File: src/rtl/sysbus_pkg.sv
package sysbus_pkg;
    localparam int BANK_W  = 8;
    localparam int OFS_W   = 16;
    localparam int PA_W    = 8;
    localparam int ADDR_W  = BANK_W + OFS_W;
    localparam int WRAM_AW = OFS_W + 1;
    localparam int LORAM_W = 13;
    localparam int PAD_W   = WRAM_AW - LORAM_W;

    // upper seven bank bits shared by the two work-RAM banks
    localparam logic [BANK_W-2:0] WRAM_BANK_HI = 7'h3F;
    localparam logic [OFS_W-1:0]  LORAM_TOP    = 16'h1FFF;
    localparam logic [OFS_W-1:0]  BB_LO        = 16'h2100;
    localparam logic [OFS_W-1:0]  BB_HI        = 16'h21FF;
    localparam logic [OFS_W-1:0]  REG_LO       = 16'h4000;
    localparam logic [OFS_W-1:0]  REG_HI       = 16'h43FF;

    typedef struct packed {
        logic [BANK_W-1:0] bank;
        logic [OFS_W-1:0]  ofs;
    } cpu_addr_t;

    // strobes held active-high inside the decoder
    typedef struct packed {
        logic rd;
        logic wr;
    } strobe_t;

    function automatic logic is_sys_bank(input logic [BANK_W-1:0] b);
        return ~b[6];
    endfunction

    function automatic logic is_wram_bank(input logic [BANK_W-1:0] b);
        return b[BANK_W-1:1] == WRAM_BANK_HI;
    endfunction

    function automatic logic in_window(input logic [OFS_W-1:0] o,
                                       input logic [OFS_W-1:0] lo,
                                       input logic [OFS_W-1:0] hi);
        return (o >= lo) && (o <= hi);
    endfunction
endpackage

File: src/rtl/sbd_rom_sel.sv
module sbd_rom_sel
    import sysbus_pkg::*;
(
    input  cpu_addr_t a,
    output logic      sel
);
    always_comb begin
        sel = (a.bank[6] | a.ofs[OFS_W-1]) & ~is_wram_bank(a.bank);
    end
endmodule

File: src/rtl/sbd_wram.sv
module sbd_wram
    import sysbus_pkg::*;
#(
    parameter bit GATE_ON_STROBE = 1'b1
) (
    input  cpu_addr_t          a,
    input  strobe_t            s,
    output logic               sel,
    output logic [WRAM_AW-1:0] addr
);
    logic hit_full, hit_mirror, hit;

    always_comb begin
        hit_full   = is_wram_bank(a.bank);
        hit_mirror = is_sys_bank(a.bank) && (a.ofs <= LORAM_TOP);
        hit        = hit_full | hit_mirror;
        if (hit_mirror)
            addr = {{PAD_W{1'b0}}, a.ofs[LORAM_W-1:0]};
        else
            addr = {a.bank[0], a.ofs};
    end

    generate
        if (GATE_ON_STROBE) begin : g_gated
            assign sel = hit & (s.rd | s.wr);
        end else begin : g_ungated
            assign sel = hit;
        end
    endgenerate
endmodule

File: src/rtl/sbd_bbus.sv
module sbd_bbus
    import sysbus_pkg::*;
(
    input  cpu_addr_t       a,
    input  strobe_t         s,
    output logic            rd,
    output logic            wr,
    output logic [PA_W-1:0] pa
);
    logic win;

    always_comb begin
        win = is_sys_bank(a.bank) && in_window(a.ofs, BB_LO, BB_HI);
        rd  = win & s.rd;
        wr  = win & s.wr;
        pa  = a.ofs[PA_W-1:0];
    end
endmodule

File: src/rtl/sbd_regs.sv
module sbd_regs
    import sysbus_pkg::*;
(
    input  cpu_addr_t a,
    input  strobe_t   s,
    output logic      hit
);
    always_comb begin
        hit = is_sys_bank(a.bank) && in_window(a.ofs, REG_LO, REG_HI)
              && (s.rd | s.wr);
    end
endmodule

File: src/rtl/sysbus_decode.sv
module sysbus_decode
    import sysbus_pkg::*;
(
    input  logic [7:0]  cpu_bank,
    input  logic [15:0] cpu_ofs,
    input  logic        cpu_rd_n,
    input  logic        cpu_wr_n,
    output logic        rom_sel_n,
    output logic        wram_sel_n,
    output logic [16:0] wram_addr,
    output logic        bb_rd_n,
    output logic        bb_wr_n,
    output logic [7:0]  bb_addr,
    output logic        reg_hit,
    output logic        open_bus,
    output logic [23:0] bus_addr,
    output logic        bus_rd_n,
    output logic        bus_wr_n
);
    cpu_addr_t a;
    strobe_t   s;
    logic      rom_sel, wram_sel, bb_rd, bb_wr, reg_sel, access;

    assign a.bank = cpu_bank;
    assign a.ofs  = cpu_ofs;
    assign s.rd   = ~cpu_rd_n;
    assign s.wr   = ~cpu_wr_n;
    assign access = s.rd | s.wr;

    sbd_rom_sel u_rom (.a(a), .sel(rom_sel));

    sbd_wram #(.GATE_ON_STROBE(1'b1)) u_wram (
        .a(a), .s(s), .sel(wram_sel), .addr(wram_addr)
    );

    sbd_bbus u_bb (.a(a), .s(s), .rd(bb_rd), .wr(bb_wr), .pa(bb_addr));

    sbd_regs u_reg (.a(a), .s(s), .hit(reg_sel));

    always_comb begin
        rom_sel_n  = ~rom_sel;
        wram_sel_n = ~wram_sel;
        bb_rd_n    = ~bb_rd;
        bb_wr_n    = ~bb_wr;
        reg_hit    = reg_sel;
        open_bus   = access & ~(rom_sel | wram_sel | bb_rd | bb_wr | reg_sel);
        bus_addr   = {cpu_bank, cpu_ofs};
        bus_rd_n   = cpu_rd_n;
        bus_wr_n   = cpu_wr_n;
    end

    // checks across the separately built select paths
    always_comb begin
        a_r8_one_responder: assert ($countones({~rom_sel_n, ~wram_sel_n,
                                     ~(bb_rd_n & bb_wr_n), reg_hit}) <= 1)
            else $error("R8: more than one responder");
        if (cpu_rd_n && cpu_wr_n) begin
            a_r4_idle_quiet: assert (wram_sel_n && bb_rd_n && bb_wr_n
                                     && !reg_hit && !open_bus)
                else $error("R4: select active without strobe");
        end
        if (open_bus) begin
            a_r7_open_bus_alone: assert (rom_sel_n && wram_sel_n && bb_rd_n
                                         && bb_wr_n && !reg_hit)
                else $error("R7: open bus with a responder");
        end
        if (!wram_sel_n && cpu_bank[7:1] == 7'h3F) begin
            a_r2_wram_bank_addr: assert (wram_addr == {cpu_bank[0], cpu_ofs})
                else $error("R2: work-RAM address wrong");
        end
        a_r5_pa_from_bus: assert (bb_addr == bus_addr[7:0])
            else $error("R5: peripheral address mismatch");
        if (!rom_sel_n) begin
            a_r1_rom_not_wram_bank: assert (bus_addr[23:17] != 7'h3F)
                else $error("R1: ROM select in work-RAM bank");
        end
    end
endmodule

File: config.mk
export PLATFORM = sky130hd
export DESIGN_NAME = sysbus_decode
export DESIGN_NICKNAME = d
export VERILOG_FILES = /design/src/rtl/sysbus_pkg.sv /design/src/rtl/sbd_rom_sel.sv /design/src/rtl/sbd_wram.sv /design/src/rtl/sbd_bbus.sv /design/src/rtl/sbd_regs.sv /design/src/rtl/sysbus_decode.sv
export SDC_FILE = /design/constraint.sdc
export NUM_CORES = 1
export LEC_CHECK = 0
export ABC_AREA = 1
export CORE_MARGIN = 2
export CORE_UTILIZATION = 30
export DETAILED_ROUTE_END_ITERATION = 10
export DONT_BUFFER_PORTS = 1
export PLACE_DENSITY = 0.56
export SYNTH_ARGS = -nofsm -noshare
export SYNTH_HDL_FRONTEND = slang
export SYNTH_SLANG_ARGS = --single-unit
File: constraint.sdc
create_clock -name vclk -period 0.8
set_clock_uncertainty 0.1 [all_clocks]
set_input_delay 0.08 -clock vclk [all_inputs]
set_output_delay 0.08 -clock vclk [all_outputs]
set_load 0.02 [all_outputs]
==> tab_implementation.tex <==
\begin{tabular}{lr}
\hline
Metric & Value \\
\hline
\multicolumn{2}{l}{\textbf{Outcome}} \\
Outcome & finished with violations \\
Violated checks & setup timing \\
\multicolumn{2}{l}{\textbf{Synthesis}} \\
Share of the synthesized area in compound gates (AO/OA/AOI/OAI) & 0.0238 \\
Share of the yosys chip area belonging to registers & 0 \\
Main combinational cell family by area after synthesis & buffers and inverters \\
Area of the mapped netlist & 527 um2 \\
Post-Synth Adder-Cell Area & 0 \\
Number of distinct library cell variants in the gate-level netlist after synthesis & 14 \\
Fraction of synthesized cell area in xor and xnor cells & 0 \\
Area fraction in and, or, nand and nor cells after synthesis & 0.242 \\
Average footprint of a synthesized cell & 6.20 um2 \\
Number of cells produced by synthesis & 85 \\
Proportion of synthesized area in mux cells & 0 \\
Synthesized Nets & 111 \\
Number of warnings issued by yosys & 0 \\
\multicolumn{2}{l}{\textbf{Place}} \\
Post-placement worst setup slack & -76.7 ps \\
Count of port buffers added during placement & 0 \\
Final Wtd Congestion & 0.628 \\
\multicolumn{2}{l}{\textbf{Die}} \\
IO Pins & 83 \\
Die ar. & 2110 um2 \\
Die Ht & 45.9 um \\
Total core area & 1690 um2 \\
Standard-cell rows & 15 \\
Horizontal die dimension & 45.9 um \\
Initial Util & 0.312 \\
\multicolumn{2}{l}{\textbf{Finish}} \\
Most frequent cells in the layout & nand2\_1, nor2\_1, nor2\_2, inv\_1, nand3\_1 \\
Seq cells & 0 \\
Nets & 65 \\
Syn-to-layout area delta & -54.2\% \\
Total area of sequential cells & 0 um2 \\
Count of clock-net buffers in the final layout & 0 \\
Share of final-layout standard cells stronger than drive strength 1 & 0.432 \\
Most common cell after layout, fill and taps aside & nand2\_1 \\
Antenna cells & 0 \\
Number of fill cells in the layout & 207 \\
\multicolumn{2}{l}{\textbf{Setup path}} \\
Buf+Inv Stages, Crit Path & 0 \\
Kind of critical path & in -> out \\
Critical-path cell list & nor3b\_4 -> nand3\_2 -> or2\_4 \\
Endpoint required time on the critical path & 620 ps \\
Critical path launch point type & input pin \\
Crit path max-delay family & simple AND/OR/NAND/NOR gates \\
CP Data Arrival Time & 640 ps \\
Critical path's slowest cell & or2\_4 \\
Crit. End Element & primary output \\
Maximum fanout along the worst path & 6 \\
Stage delay of the slowest cell on the critical path & 270 ps \\
\multicolumn{2}{l}{\textbf{Global routing}} \\
Wire length of the first global-routing pass & 876 um \\
Aggregate global-route resource usage & 0.0543 \\
Vias in the first global route & 237 \\
Remaining global-route overflow & 0 \\
Antenna violations before repair & 0 \\
Pin count of the biggest net entering global routing & 7 \\
\multicolumn{2}{l}{\textbf{Hold path}} \\
Endpoint of the worst hold path & bus\_addr[21] \\
Worst Hold Path Cells & 0 \\
Launch instance of the worst min-delay path & cpu\_bank[5] \\
Worst min path class & in -> out \\
\multicolumn{2}{l}{\textbf{Detailed routing}} \\
Final antenna-violating net count & 0 \\
Wirelength per Cell & 12.4 um \\
\# DRC & 0 \\
Via Count & 239 \\
First DRT Iteration DRCs & 3 \\
Vias/cell & 4.43 \\
Final Routed Wirelength & 668 um \\
Pre-antenna DRT Iters & 2 \\
\multicolumn{2}{l}{\textbf{Pwr}} \\
Leakage power & 0.101 nW \\
Logic gate share of total power & 1.000 \\
Worst vdd rail ir drop & 0.0000257 V \\
Portion of total power attributed to sequential cells & 0 \\
Total internal power & 32.6 uW \\
Total chip power & 76.1 uW \\
Clk pwr share & 0 \\
Fraction of power spent switching nets & 0.572 \\
Net switching component of the power & 43.5 uW \\
Pwr dens & 315 nW/um2 \\
\multicolumn{2}{l}{\textbf{Timing}} \\
Count of final hold-check violations & 0 \\
Share of the clock period used by the worst path & 1.03 \\
RSZ-0062 raised after global routing & yes \\
Count of pins over their slew limit & 0 \\
Slew at the pin closest to its max-slew limit & 197 ps \\
Post-layout worst setup margin & -22.9 ps \\
Total of endpoints with negative setup slack in the final report & 2 \\
Setup\_tns & -45.3 ps \\
Time the worst path needs with I/O delays and setup & 823 ps \\
Top achievable clock speed & 1220 MHz \\
Slew margin rel. & 0.868 \\
\multicolumn{2}{l}{\textbf{Flow run}} \\
Maximum Capacitance Violations & 0 \\
\multicolumn{2}{l}{\textbf{Clocking}} \\
Post-CTS Hold Buffers & 0 \\
\hline
\end{tabular}
[Yosys cell counts]
cell / n / area (um2)
and2_1: 1 / 6.26
buf_4: 47 / 353
clkbuf_1: 3 / 11.3
inv_1: 5 / 18.8
inv_2: 1 / 3.75
nand2_1: 10 / 37.5
nand2_2: 1 / 6.26
nand3_1: 4 / 20.0
nor2_1: 7 / 26.3
nor2_2: 1 / 6.26
nor3b_2: 1 / 12.5
o21ai_0: 1 / 5.00
o21bai_1: 1 / 7.51
or2_1: 2 / 12.5
[cell type report]
type                       count  area [um2]  share of cell area
tap                           17        21.3              0.0881
timing repair buffer           2        15.0              0.0622
inverter                       6        30.0               0.124
multi-input combinational     29         175               0.725
[logic make-up after synthesis]
group,count (synthesis)
buffers and inverters,56
and+or+nand+nor,27
AOI/OAI and AO/OA,2
[routing by layer]
metal,vias to the layer above,part of all wire,global-route usage
li1,111,-,-
met1,99,0.25,0.0419
met2,25,0.52,0.0972
met3,4,0.22,0.0278
met4,0,0.013,0.0457
met5,-,0,0
[power groups by stage]
stage	logic (mW)	registers (mW)	clock network (mW)
after global placement	0.0677	0	0
after global routing	0.0846	0	0
after detailed placement	0.0683	0	0
final	0.0761	0	0
after CTS	0.0768	0	0
after floorplan	0.416	0	0
[worst max-delay path by stage]
stage | from | to | slack, ps | cells past startpoint
finish | cpu_bank[6] | bb_rd_n | -20 | 3
global route | cpu_bank[6] | bb_rd_n | -70 | 3
global placement | cpu_ofs[14] | bb_rd_n | -50 | 5
CTS | cpu_bank[6] | bb_rd_n | -40 | 3
detailed placement | cpu_bank[6] | bb_rd_n | -80 | 3
floorplan | cpu_ofs[14] | bb_rd_n | -8 | 5
[through the flow]
stage | instances | utilization | cell area [um2] | hold slack, ps
after global placement | 54 | 0.127 | 214 | 60.2
after floorplan | 85 | - | 542 | 173
final | 54 | 0.143 | 241 | 60.0
after detailed placement | 54 | 0.127 | 214 | 60.2
after global routing | 54 | 0.143 | 241 | 60.0
after CTS | 54 | 0.141 | 239 | 60.2
[repair_timing]
| action | CTS | global route |
|---|---|---|
| resized for setup | 6 | 1 |
| pin swaps | 4 | 1 |
| buffers inserted | 0 | 0 |
| endpoints found under the hold margin | 0 | 0 |
| setup endpoints to repair | 3 | 5 |
Note: power is estimated with default switching activity, not from simulation.
